`config.mk`:
```
export PLATFORM = sky130hd
export DESIGN_NAME = ms_rtc
export DESIGN_NICKNAME = d
export VERILOG_FILES = /design/src/rtl/rtc_pkg.sv /design/src/rtl/rtc_ms_cnt.sv /design/src/rtl/rtc_sec_cnt.sv /design/src/rtl/rtc_regif.sv /design/src/rtl/ms_rtc.sv
export SDC_FILE = /design/constraint.sdc
export NUM_CORES = 1
export LEC_CHECK = 0
export ABC_AREA = 1
export BUFFER_PORTS_ARGS = -buffer_cell sky130_fd_sc_hd__buf_2
export CELL_PAD_IN_SITES_DETAIL_PLACEMENT = 1
export CELL_PAD_IN_SITES_GLOBAL_PLACEMENT = 1
export CORE_MARGIN = 1.5
export CORE_UTILIZATION = 45
export DETAILED_ROUTE_END_ITERATION = 10
export GPL_TIMING_DRIVEN = 0
export PLACE_DENSITY = 0.91
export SYNTH_ARGS = -nofsm -noshare
export SYNTH_HDL_FRONTEND = slang
export SYNTH_SLANG_ARGS = --single-unit
```
`constraint.sdc`:
```
create_clock -name clk_i -period 3.25 [get_ports clk_i]
set_input_delay 0 -clock clk_i [delete_from_list [all_inputs] [get_ports clk_i]]
set_output_delay 0 -clock clk_i [all_outputs]
set_load 0.05 [all_outputs]
```
`src/rtl/rtc_pkg.sv`:
```
package rtc_pkg;
  localparam int ADDR_W = 8;
  localparam int DATA_W = 32;
  localparam int SEC_W  = 32;
  localparam int MS_W   = 10;
  localparam int MS_MAX = 999;

  typedef enum logic [ADDR_W-1:0] {
    OFF_SECS   = 8'h08,
    OFF_CAPT   = 8'h0C,
    OFF_MSEC   = 8'h10
  } rtc_off_e;
endpackage

```
`src/rtl/rtc_ms_cnt.sv`:
```
module rtc_ms_cnt #(
  parameter int MS_W   = 10,
  parameter int MS_MAX = 999
) (
  input  logic            clk_i,
  input  logic            rst_ni,
  input  logic            tick_i,
  input  logic            clr_i,
  output logic [MS_W-1:0] ms_o,
  output logic            wrap_o
);
  localparam logic [MS_W-1:0] LAST = MS_W'(MS_MAX);

  logic [MS_W-1:0] ms_q;

  assign wrap_o = tick_i && !clr_i && (ms_q == LAST);
  assign ms_o   = ms_q;

  always_ff @(posedge clk_i or negedge rst_ni) begin
    if (!rst_ni)         ms_q <= '0;
    else if (clr_i)      ms_q <= '0;
    else if (tick_i)     ms_q <= (ms_q == LAST) ? '0 : ms_q + 1'b1;
  end


  ms_range_chk: assert property (@(posedge clk_i) disable iff (!rst_ni)
    ms_q <= LAST);


  ms_wrap_chk: assert property (@(posedge clk_i) disable iff (!rst_ni)
    (tick_i && !clr_i && ms_q == LAST) |=> (ms_q == '0));


  ms_hold_chk: assert property (@(posedge clk_i) disable iff (!rst_ni)
    (!tick_i && !clr_i) |=> $stable(ms_q));
endmodule

```
`src/rtl/rtc_sec_cnt.sv`:
```
module rtc_sec_cnt #(
  parameter int SEC_W = 32
) (
  input  logic             clk_i,
  input  logic             rst_ni,
  input  logic             inc_i,
  input  logic             load_i,
  input  logic [SEC_W-1:0] load_val_i,
  output logic [SEC_W-1:0] sec_o
);
  logic [SEC_W-1:0] sec_q;

  assign sec_o = sec_q;

  always_ff @(posedge clk_i or negedge rst_ni) begin
    if (!rst_ni)      sec_q <= '0;
    else if (load_i)  sec_q <= load_val_i;
    else if (inc_i)   sec_q <= sec_q + 1'b1;
  end


  sec_step_chk: assert property (@(posedge clk_i) disable iff (!rst_ni)
    (inc_i && !load_i) |=> (sec_q == $past(sec_q) + 1'b1));


  sec_idle_chk: assert property (@(posedge clk_i) disable iff (!rst_ni)
    (!inc_i && !load_i) |=> $stable(sec_q));
endmodule

```
`src/rtl/rtc_regif.sv`:
```
module rtc_regif
  import rtc_pkg::*;
#(
  parameter int AW = 8,
  parameter int DW = 32,
  parameter int SW = 32,
  parameter int MW = 10
) (
  input  logic          clk_i,
  input  logic          rst_ni,
  input  logic          rd_en_i,
  input  logic          wr_en_i,
  input  logic [AW-1:0] addr_i,
  input  logic [DW-1:0] wdata_i,
  input  logic [SW-1:0] sec_i,
  input  logic [MW-1:0] ms_i,
  output logic          sec_load_o,
  output logic [SW-1:0] sec_val_o,
  output logic [DW-1:0] rdata_o
);
  logic          hit_sec, hit_capt, hit_ms;
  logic [SW-1:0] capt_q;
  logic [DW-1:0] rdata_d, rdata_q;

  assign hit_sec  = (addr_i == AW'(OFF_SECS));
  assign hit_capt = (addr_i == AW'(OFF_CAPT));
  assign hit_ms   = (addr_i == AW'(OFF_MSEC));

  assign sec_load_o = wr_en_i && hit_sec;
  assign sec_val_o  = SW'(wdata_i);

  always_comb begin
    rdata_d = '0;
    if (rd_en_i) begin
      if (hit_sec)       rdata_d = DW'(sec_i);
      else if (hit_capt) rdata_d = DW'(capt_q);
      else if (hit_ms)   rdata_d = DW'(ms_i);
    end
  end

  // capture is taken from pre-edge seconds, matching the ms value returned
  always_ff @(posedge clk_i or negedge rst_ni) begin
    if (!rst_ni) begin
      capt_q  <= '0;
      rdata_q <= '0;
    end else begin
      rdata_q <= rdata_d;
      if (rd_en_i && hit_ms) capt_q <= sec_i;
    end
  end

  assign rdata_o = rdata_q;


  capt_hold_chk: assert property (@(posedge clk_i) disable iff (!rst_ni)
    !(rd_en_i && hit_ms) |=> $stable(capt_q));


  capt_take_chk: assert property (@(posedge clk_i) disable iff (!rst_ni)
    (rd_en_i && hit_ms) |=> (capt_q == $past(sec_i)));


  unmapped_zero_chk: assert property (@(posedge clk_i) disable iff (!rst_ni)
    (rd_en_i && !hit_sec && !hit_capt && !hit_ms) |=> (rdata_o == '0));


  idle_zero_chk: assert property (@(posedge clk_i) disable iff (!rst_ni)
    !rd_en_i |=> (rdata_o == '0));
endmodule

```
`src/rtl/ms_rtc.sv`:
```
module ms_rtc
  import rtc_pkg::*;
(
  input  logic              clk_i,
  input  logic              rst_ni,
  input  logic              tick_i,
  input  logic              rd_en_i,
  input  logic              wr_en_i,
  input  logic [ADDR_W-1:0] addr_i,
  input  logic [DATA_W-1:0] wdata_i,
  output logic [DATA_W-1:0] rdata_o
);
  logic [MS_W-1:0]  ms;
  logic [SEC_W-1:0] sec, sec_val;
  logic             wrap, sec_load;

  rtc_regif #(
    .AW(ADDR_W), .DW(DATA_W), .SW(SEC_W), .MW(MS_W)
  ) u_regif (
    .clk_i      (clk_i),
    .rst_ni     (rst_ni),
    .rd_en_i    (rd_en_i),
    .wr_en_i    (wr_en_i),
    .addr_i     (addr_i),
    .wdata_i    (wdata_i),
    .sec_i      (sec),
    .ms_i       (ms),
    .sec_load_o (sec_load),
    .sec_val_o  (sec_val),
    .rdata_o    (rdata_o)
  );

  rtc_ms_cnt #(.MS_W(MS_W), .MS_MAX(MS_MAX)) u_ms (
    .clk_i  (clk_i),
    .rst_ni (rst_ni),
    .tick_i (tick_i),
    .clr_i  (sec_load),
    .ms_o   (ms),
    .wrap_o (wrap)
  );

  rtc_sec_cnt #(.SEC_W(SEC_W)) u_sec (
    .clk_i      (clk_i),
    .rst_ni     (rst_ni),
    .inc_i      (wrap),
    .load_i     (sec_load),
    .load_val_i (sec_val),
    .sec_o      (sec)
  );


  load_clr_chk: assert property (@(posedge clk_i) disable iff (!rst_ni)
    (wr_en_i && addr_i == ADDR_W'(OFF_SECS)) |=> (ms == '0 && sec == $past(wdata_i)));


  stray_wr_chk: assert property (@(posedge clk_i) disable iff (!rst_ni)
    (wr_en_i && addr_i != ADDR_W'(OFF_SECS) && !tick_i) |=> ($stable(ms) && $stable(sec)));
endmodule

```
Word-level counts from Yosys, hierarchy flattened
Cells that the tools add are included.
- output and inout port bits: 32
- register bits: 106
- input port bits: 45
- reduce and logical (&&, ||, !) cells: 7
- add/subtract/negate cells: 2
- equal/unequal tests: 4
- multiplexer cells: 9
- operators with widths (cell ; count):
    2-to-1 mux 32 bit ; 5
    2-to-1 mux 10 bit ; 4
    adder 32 x 1 -> 32 bit, second input constant ; 1
    equality test 8 x 4 -> 1 bit, second input constant ; 2
    adder 10 x 1 -> 10 bit, second input constant ; 1
    equality test 10 bit, second input constant ; 1
    equality test 8 x 5 -> 1 bit, second input constant ; 1
    logical AND 1 bit ; 4
    nonzero test 2 bit ; 2
    logical NOT 1 bit ; 1

Depth between registers and ports, before layout
Gate-level depths: netlist (run 1).
- depth in word-level cells: 7
- mapped depth: 11
- depth with buffers taken out: 10

By module
A second synthesis (run 1) with hierarchy kept.
- cells, all modules: 801
- area, all modules: 5948.2 µm²
- by module, submodules not included (module ; cells an instance ; area an instance (µm²) ; times used ; sequential area each (µm²)):
    rtc_regif ; 385 ; 3100.5 ; 1 ; 1601.5
    rtc_sec_cnt ; 325 ; 2218.4 ; 1 ; 800.8
    rtc_ms_cnt ; 91 ; 629.4 ; 1 ; 250.2

Least setup slack after synthesis (run 1)
Ideal clock, no wire load.
- path kind: register -> register
- from: register u_ms.ms_q[0] (netlist: u_ms.ms_o[0])
- to: register u_sec.sec_q[0] (netlist: u_sec.sec_o[0])
- clock period less this slack: 1.457 ns
- path buffers: 1
- data arrival time: 1.379 ns
- stages on the path, launching flop included: 10
- slack: 1.793 ns
- path through: dfrtp_1 ha_1 nand2_1 inv_1 nand3_1 nand2_2 nand2_4 buf_2 nor2_1 a21oi_1
- cells in the longest elaborated chain, start to end: 3
- ends and longest elaborated chain (item ; RTL line ; text):
    start, declared ; rtc_ms_cnt.sv:14 ; logic [MS_W-1:0] ms_q;
    start signal, assigned ; rtc_ms_cnt.sv:22 ; else if (tick_i) ms_q <= (ms_q == LAST) ? '0 : ms_q + 1'b1;
    equality test 10 bit ; rtc_ms_cnt.sv:16 ; assign wrap_o = tick_i && !clr_i && (ms_q == LAST);
    logical AND 1 bit ; rtc_ms_cnt.sv:16 ;
    nonzero test 2 bit (no line) ; -- ;
    end signal, assigned ; rtc_sec_cnt.sv:17 ; else if (load_i) sec_q <= load_val_i;
    end signal, assigned ; rtc_sec_cnt.sv:18 ; else if (inc_i) sec_q <= sec_q + 1'b1;
    end, declared ; rtc_sec_cnt.sv:11 ; logic [SEC_W-1:0] sec_q;
Every way passes these cells.
A chain may end at the register's enable or synchronous reset.

Worst setup path in the final report (run 1)
- from: register u_ms.ms_q[0] (netlist: u_ms.ms_o[0])
- to: register u_ms.ms_q[4] (netlist: u_ms.ms_o[4])
- cells in the longest elaborated chain, start to end: 4
- elaborated cells between the ends (all ways): 5
- ends and longest elaborated chain (item ; RTL line ; text):
    adder 10 x 1 -> 10 bit / equality test 10 bit (equally long branches) ; rtc_ms_cnt.sv:22 ;
    2-to-1 mux 10 bit (*) (2 in a row) ; rtc_ms_cnt.sv:22 ;
    2-to-1 mux 10 bit (*) ; rtc_ms_cnt.sv:21 ; else if (clr_i) ms_q <= '0;
Mark *: on every way between the ends. The rest lies on a longest branch, timed or not. The select of a mux whose other input is x is not followed.

==> results of run 1 <==
[layout make-up]
| type | count | area [um^2] |
|---|---|---|
| Clock buffer | 14 | 274.0 |
| Buffer | 29 | 156.4 |
| Inverter | 74 | 277.8 |
| Multi-Input combinational cell | 620 | 2686 |
| Fill cell | 1665 | 5685 |
| Tap cell | 172 | 215.2 |
| Sequential cell | 106 | 2653 |
| Clock inverter | 2 | 10.01 |
| Timing Repair Buffer | 97 | 610.6 |
[cells by family after synthesis]
| group | after synthesis | share of synthesized area |
|---|---|---|
| compound gates | 95 | 0.08496 |
| xor+xnor | 8 | 0.01214 |
| simple gates | 515 | 0.3639 |
| flops | 106 | 0.4595 |
| fa+ha+maj | 2 | 0.004334 |
| buf+inv | 103 | 0.07521 |
[placed cells by master, fill, tap and decap left out, types with 3 or more instances in the layout]
cell type      count
a21oi_1           35
buf_4              4
inv_1             58
o21ai_1           44
nand2_2            5
xor2_1             6
nand3_1           51
dfrtp_1          106
clkbuf_16          9
nor2_4             3
nand2_1          344
clkbuf_8           3
inv_2             14
clkbuf_1           9
dlygate4sd3_1     20
o21ai_0           10
nor2_1            94
nor2_2             6
buf_2             92
[layer usage]
layer,vias up,routed length [um],track usage,part of all wire
met2,161,9689,0.5306,0.49
met3,41,905,0.04878,0.046
met1,2912,8609,0.4093,0.43
met4,0,673,0.1268,0.034
li1,2792,-,-,-
met5,-,0,0,0
[metrics by stage]
stage / hold WS [ns] / std cells / instance area [um^2]
after floorplan: -0.2956 / 829 / 5773
after global placement: 0.2984 / 1077 / 6369
after detailed placement: 0.1281 / 1078 / 6399
after CTS: 0.004001 / 1114 / 6883
after global routing: 0.02995 / 1114 / 6883
final: 0.005025 / 1114 / 6883
[power groups by stage]
stage | clock network [mW] | logic, mW | registers [mW]
floorplan | 0 | 0.194 | 1.49
global placement | 0 | 0.287 | 1.51
detailed placement | 0 | 0.316 | 1.51
CTS | 1.09 | 0.337 | 1.49
global route | 1.16 | 0.385 | 1.50
finish | 1.09 | 0.343 | 1.49
[how the worst max path moves through the flow]
stage                       from  slack (ns)  depth (start not counted)                  to
floorplan           u_ms.ms_o[0]        1.79                          9      u_sec.sec_o[0]
global placement          rst_ni        0.93                          1  u_regif.capt_q[26]
detailed placement  u_ms.ms_o[0]        1.36                          9        u_ms.ms_o[4]
CTS                 u_ms.ms_o[0]        1.35                          9        u_ms.ms_o[4]
global route        u_ms.ms_o[0]        1.23                          9        u_ms.ms_o[4]
finish              u_ms.ms_o[0]        1.29                          9        u_ms.ms_o[4]
[sequential cells by signal, indices dropped and copies added, names as in the netlist]
register         cells
u_ms.ms_o           10
u_regif.capt_q      32
u_regif.rdata_o     32
u_sec.sec_o         32
[tightest hold or removal path: cells and delay by family]
| kind | cells | cell delay (ns) |
|---|---|---|
| buffers and inverters | 1 | 0.08 |
| and+or+nand+nor | 4 | 0.25 |
==> insert_results.sql, run 1 <==
INSERT INTO impl_metrics (metric_group, metric, value, unit) VALUES
('clocking', 'cts-buffers-inserted', '9', ''),
('layout', 'finish.net_count', '984', ''),
('job', 'max_cap_viol_count', '0', ''),
('logic_synthesis', 'ys_ff_latch', '106', ''),
('grt', 'via_count_of_the_first_global_routing_pass', '6189', ''),
('floorplan', 'initial_utilization', '0.4593', ''),
('logic_synthesis', 'synthDominantAreaCellType', 'dfrtp_1', ''),
('pwr', 'power_frac_clock', '0.373', ''),
('timing', 'timing.final.max_slew_violations', '0', ''),
('status', 'outcome', 'completed', ''),
('pwr', 'power_switching_share', '0.2791', ''),
('detailed_routing', 'routedWlPerCell', '17.84', 'um'),
('logic_synthesis', 'post_synth.cell_area_avg', '6.964', 'um^2'),
('critical_path', 'worst_r2r_path_depth', '9', ''),
('clocking', 'cts.htree.levels', '3', ''),
('worst_hold_path', 'min_from', 'wdata_i[27]', ''),
('placement', 'place.detailed.hpwl', '14.14', 'mm'),
('clocking', 'number_of_cells_upsized_or_downsized_after_cts', '0', ''),
('timing', 'final.setup.tns', '0', 'ns'),
('worst_hold_path', 'min_delay_worst_endpoint', 'u_sec.sec_o[27]', ''),
('pwr', 'leakagePower', '3.557', 'nW'),
('clocking', 'cts.sink_count', '106', ''),
('logic_synthesis', 'synthFlopType', 'dfrtp_1', ''),
('clocking', 'clock-root-buffer', 'clkbuf_16', ''),
('placement', 'port_buffers', '76', ''),
('timing', 'rsz_0062_raised_after_global_routing', 'no', ''),
('timing', 'timing.clock.skew', '0.01122', 'ns'),
('logic_synthesis', 'most_frequent_cell_after_synthesis', 'nand2_1', ''),
('critical_path', 'timing.critical_path.required', '3.54', 'ns'),
('timing', 'maxSlewHeadroom', '0.4733', ''),
('timing', 'worst_slack', '1.293', 'ns'),
('critical_path', 'end_kind', 'flip-flop', ''),
('detailed_routing', 'firstDrtPassIters', '4', ''),
('pwr', 'totalPowerFinal', '2.924', 'mW'),
('worst_hold_path', 'timing.hold.worst_path_depth', '5', ''),
('critical_path', 'reg2reg_slack', '1.29', 'ns'),
('placement', 'final_weighted_congestion_of_routability_driven_global_placement', '0.9071', ''),
('logic_synthesis', 'synth.top_cells.by_area', 'dfrtp_1 (46%), nand2_1 (22%), nor2_1 (6.1%)', ''),
('layout', 'antenna_cells', '0', ''),
('clocking', 'cts_tree', 'done', ''),
('critical_path', 'timing.critical_path.max_delay_family', 'simple AND/OR/NAND/NOR gates', ''),
('critical_path', 'timing.critical_path.buf_inv', '2', ''),
('layout', 'drive_above_1_share', '0.1582', ''),
('clocking', 'clock_insertion_delay_worst_skew', '0.36', 'ns'),
('grt', 'global_route.overflow_total', '0', ''),
('logic_synthesis', 'synthTopCellsByCount', 'nand2_1 (344), dfrtp_1 (106), nor2_1 (94)', ''),
('critical_path', 'start_kind', 'flip-flop', ''),
('detailed_routing', 'detailroute.via_count', '5906', ''),
('placement', 'dp_worst_setup_slack', '1.364', 'ns'),
('critical_path', 'crit_path_top_delay_cell', 'dfrtp_1', ''),
('pwr', 'power_share_of_the_sequential_group', '0.510', ''),
('pwr', 'power.combinational.fraction', '0.117', ''),
('detailed_routing', 'route.detailed.vias_per_inst', '5.302', ''),
('timing', 'period_minus_slack', '1.957', 'ns'),
('detailed_routing', 'drt-initial-drc-count', '435', ''),
('timing', 'report.final.hold_viol_count', '0', ''),
('critical_path', 'worst-endpoint-arrival', '2.24', 'ns'),
('floorplan', 'fp.coreArea', '12570', 'um^2'),
('floorplan', 'fp.dieArea', '13520', 'um^2'),
('layout', 'finalCoreUtilization', '0.5476', ''),
('critical_path', 'r2r-end', 'u_ms.ms_o[4]', ''),
('logic_synthesis', 'async_flop_share', '1.000', ''),
('critical_path', 'worstPathCellList', 'ha_1 > nand2_1 > inv_1 > nand3_1 > nand2_2 > nand2_4 > buf_2 > nand2_1 > nor2_1', ''),
('grt', 'grt_pass1_wl', '32.03', 'mm'),
('logic_synthesis', 'mappedNetlistNets', '876', ''),
('clocking', 'clkTransAtPathRegs', '0.07', 'ns'),
('critical_path', 'biggest_cell_delay_along_the_critical_path', '0.44', 'ns'),
('layout', 'syn2layout_area_growth', '19.22', '%'),
('floorplan', 'fp.dieH', '116.3', 'um'),
('pwr', 'p_sw', '816.2', 'uW'),
('detailed_routing', 'post-route-drc-count', '0', '');
No activity file was read; power rests on OpenSTA's default activity.
==> inputs of run 2 (changes only) <==
--- a/config.mk
+++ b/config.mk
@@ -10,10 +10,10 @@
 export CELL_PAD_IN_SITES_DETAIL_PLACEMENT = 1
 export CELL_PAD_IN_SITES_GLOBAL_PLACEMENT = 1
 export CORE_MARGIN = 1.5
-export CORE_UTILIZATION = 45
+export CORE_UTILIZATION = 38
 export DETAILED_ROUTE_END_ITERATION = 10
 export GPL_TIMING_DRIVEN = 0
-export PLACE_DENSITY = 0.91
+export PLACE_DENSITY = 0.82
 export SYNTH_ARGS = -nofsm -noshare
 export SYNTH_HDL_FRONTEND = slang
 export SYNTH_SLANG_ARGS = --single-unit
==> constraint.sdc (replaced) <==
create_clock -name clk_i -period 1.8 [get_ports clk_i]
set_input_delay 0 -clock clk_i [delete_from_list [all_inputs] [get_ports clk_i]]
set_output_delay 0 -clock clk_i [all_outputs]
set_load 0.05 [all_outputs]
==> insert_results.sql, run 2 (same netlist as run 1, synthesis figures left out) <==
INSERT INTO impl_metrics (metric_group, metric, value, unit) VALUES
('critical_path', 'timing.critical_path.buf_inv', '2', ''),
('critical_path', 'path_max_fanout', '10', ''),
('floorplan', 'row_count', '44', ''),
('clocking', 'cts_buffer_depth', '2', ''),
('grt', 'grt_use_total', '0.2461', ''),
('clocking', 'cts.htree.levels', '3', ''),
('critical_path', 'timing.critical_path.required', '2.05', 'ns'),
('placement', 'place.detailed.hpwl', '13.77', 'mm'),
('clocking', 'cts.sink_count', '106', ''),
('pwr', 'power_frac_clock', '0.377', ''),
('job', 'max_cap_viol_count', '0', ''),
('placement', 'final_weighted_congestion_of_routability_driven_global_placement', '0.8788', ''),
('placement', 'dpl_cell_area', '6414', 'um^2'),
('timing', 'fmax', '580.2', 'MHz'),
('clocking', 'clock-root-buffer', 'clkbuf_16', ''),
('placement', 'dp_worst_setup_slack', '-0.09682', 'ns'),
('pwr', 'power.combinational.fraction', '0.123', ''),
('timing', 'fin_crit_sh', '0.9576', ''),
('timing', 'report.final.hold_viol_count', '1', ''),
('critical_path', 'criticalPathCategory', 'flip-flop to flip-flop', ''),
('timing', 'final.setup.tns', '0', 'ns'),
('floorplan', 'fp.dieH', '126.3', 'um'),
('placement', 'port_buffers', '76', ''),
('detailed_routing', 'route.detailed.vias_per_inst', '5.061', ''),
('pwr', 'power_per_cell_area', '764.7', 'nW/um^2'),
('critical_path', 'r2r-end', 'u_sec.sec_o[16]', ''),
('timing', 'timing.final.max_slew_violations', '0', ''),
('detailed_routing', 'met2_wirelength_from_detailed_routing', '8.665', 'mm'),
('floorplan', 'pin_count', '77', ''),
('grt', 'via_count_of_the_first_global_routing_pass', '5821', ''),
('clocking', 'cts-buffers-inserted', '9', ''),
('floorplan', 'fp.coreArea', '14700', 'um^2'),
('timing', 'period_minus_slack', '1.724', 'ns'),
('pwr', 'internal-power', '3.907', 'mW'),
('layout', 'syn2layout_area_growth', '21.91', '%'),
('detailed_routing', 'route.top_layer_used', 'met4', ''),
('timing', 'maxSlewHeadroom', '0.5051', ''),
('critical_path', 'start_kind', 'flip-flop', ''),
('critical_path', 'crit_path_top_delay_cell', 'dfrtp_1', ''),
('layout', 'antenna_cells', '0', ''),
('layout', 'finalCoreUtilization', '0.4788', ''),
('detailed_routing', 'routed_wirelength', '18.73', 'mm'),
('critical_path', 'worstPathCellList', 'ha_2 > nand2_1 > inv_1 > nand3_2 > nand2_4 > nand2_4 > buf_4 > o21ai_1 > nand2_1', ''),
('status', 'failed_checks', 'hold timing', ''),
('critical_path', 'end_kind', 'flip-flop', ''),
('status', 'outcome', 'finished, violations left', ''),
('layout', 'finish.net_count', '991', ''),
('critical_path', 'worst-endpoint-arrival', '1.97', 'ns'),
('timing', 'fin_hold_ws', '-0.0001247', 'ns'),
('worst_hold_path', 'min_from', 'wdata_i[26]', ''),
('pwr', 'leakagePower', '3.586', 'nW'),
('grt', 'grt_pass1_wl', '30.40', 'mm'),
('timing', 'worst_slack', '0.07638', 'ns'),
('pwr', 'peakVddDrop', '485.7', 'uV'),
('floorplan', 'fp.dieArea', '15940', 'um^2'),
('detailed_routing', 'post-route-drc-count', '0', ''),
('critical_path', 'biggest_cell_delay_along_the_critical_path', '0.39', 'ns'),
('layout', 'layout_commonest_cell', 'nand2_1', ''),
('detailed_routing', 'route.met3.wl', '796', 'um'),
('detailed_routing', 'met1Wirelength', '8.927', 'mm'),
('pwr', 'p_sw', '1.475', 'mW'),
('clocking', 'cts_tree', 'done', ''),
('layout', 'design_area', '7038', 'um^2'),
('grt', 'antenna_found_initial', '0', ''),
('detailed_routing', 'routedWlPerCell', '16.55', 'um'),
('critical_path', 'timing.critical_path.max_delay_family', 'simple AND/OR/NAND/NOR gates', ''),
('clocking', 'clkTransAtPathRegs', '0.07', 'ns'),
('detailed_routing', 'drt-initial-drc-count', '299', ''),
('worst_hold_path', 'holdCritPathClass', 'input port to flip-flop', ''),
('pwr', 'power_share_of_the_sequential_group', '0.500', ''),
('detailed_routing', 'firstDrtPassIters', '4', ''),
('clocking', 'clock_insertion_delay_worst_skew', '0.36', 'ns'),
('detailed_routing', 'detailroute.via_count', '5729', ''),
('floorplan', 'initial_utilization', '0.3927', ''),
('critical_path', 'worst_r2r_path_depth', '9', ''),
('grt', 'global_route.overflow_total', '0', ''),
('floorplan', 'dieWidth', '126.3', 'um'),
('timing', 'tightestPinTransition', '0.7424', 'ns'),
('layout', 'drive_above_1_share', '0.1741', ''),
('timing', 'setup_viol', '0', ''),
('layout', 'mostFrequentLayoutCells', 'nand2_1 (343), dfrtp_1 (103), buf_2 (91)', ''),
('pwr', 'power_switching_share', '0.2741', ''),
('timing', 'timing.clock.skew', '0.009827', 'ns'),
('critical_path', 'reg2reg_slack', '0.08', 'ns'),
('worst_hold_path', 'timing.hold.worst_path_depth', '5', ''),
('pwr', 'totalPowerFinal', '5.382', 'mW'),
('critical_path', 'crit-reg2reg-launch', 'u_ms.ms_o[0]', ''),
('detailed_routing', 'ant_nets', '0', ''),
('grt', 'maximum_number_of_pins_on_one_net_before_global_route_repair', '55', ''),
('worst_hold_path', 'min_delay_worst_endpoint', 'u_sec.sec_o[26]', '');
run 2: cell count changes in the layout (fill, tap and decap cells not counted), sizes merged:
cell	previous run	this run
clkbuf	21	18
inv	72	73
clkinvlp	0	1
clkinv	4	3
bufinv	0	1
buf	99	101
dlygate4sd3	20	25
run 2: power groups by stage:
| stage | combinational [mW] | sequential (mW) | clock (mW) |
|---|---|---|---|
| 2_1_floorplan | 0.351 | 2.68 | 0 |
| 5_1_grt | 0.749 | 2.70 | 2.14 |
| 3_3_place_gp | 0.524 | 2.73 | 0 |
| 3_5_place_dp | 0.564 | 2.73 | 0 |
| 4_1_cts | 0.639 | 2.69 | 2.05 |
| 6_report | 0.662 | 2.69 | 2.03 |
run 2: routing by layer:
layer  track usage  vias up
li1              -     2808
met1        0.3408     2775
met2        0.3988      122
met3       0.03908       24
met4       0.07437        0
met5             0        -
run 2: how the worst max path moves through the flow:
stage / start / end / cells after the start
after floorplan: u_ms.ms_o[0] / u_sec.sec_o[0] / 9
after global placement: rst_ni / u_regif.rdata_o[19] / 1
after detailed placement: u_ms.ms_o[0] / u_sec.sec_o[0] / 9
after CTS: u_ms.ms_o[1] / u_sec.sec_o[16] / 9
after global routing: u_ms.ms_o[1] / u_sec.sec_o[16] / 9
final: u_ms.ms_o[0] / u_sec.sec_o[16] / 9
run 2: worst reg2reg max path: cells and delay by family (launching register included):
kind,cells,cell delay (ns)
buf+inv,2,0.31
compound gates,1,0.14
simple gates,5,0.54
flops,1,0.39
fa+ha+maj,1,0.23
run 2: repair_timing:
action                                 4_1_cts  5_1_grt
gates resized for setup                      4       16
hold buffers                                25        0
buffers inserted                             1        1
endpoints found under the hold margin       80        0
pin swaps                                    1        0
setup endpoints to repair                   29       34
run 2: cell type report:
class / count / area, um^2
clock buffer: 11 / 242.7
fill: 1880 / 7661
tap: 184 / 230.2
multi-input combinational: 620 / 2741
timing repair buffer: 104 / 675.6
sequential: 106 / 2656
inverter: 74 / 277.8
clock inverter: 4 / 51.30
buffer: 29 / 162.7
run 2: per-stage QoR:
stage,instances,hold WS (ns)
final,1132,-0.0001247
after global placement,1089,0.2938
after global routing,1132,0.03617
after CTS,1131,0.001560
after floorplan,829,-0.2956
after detailed placement,1090,0.1159
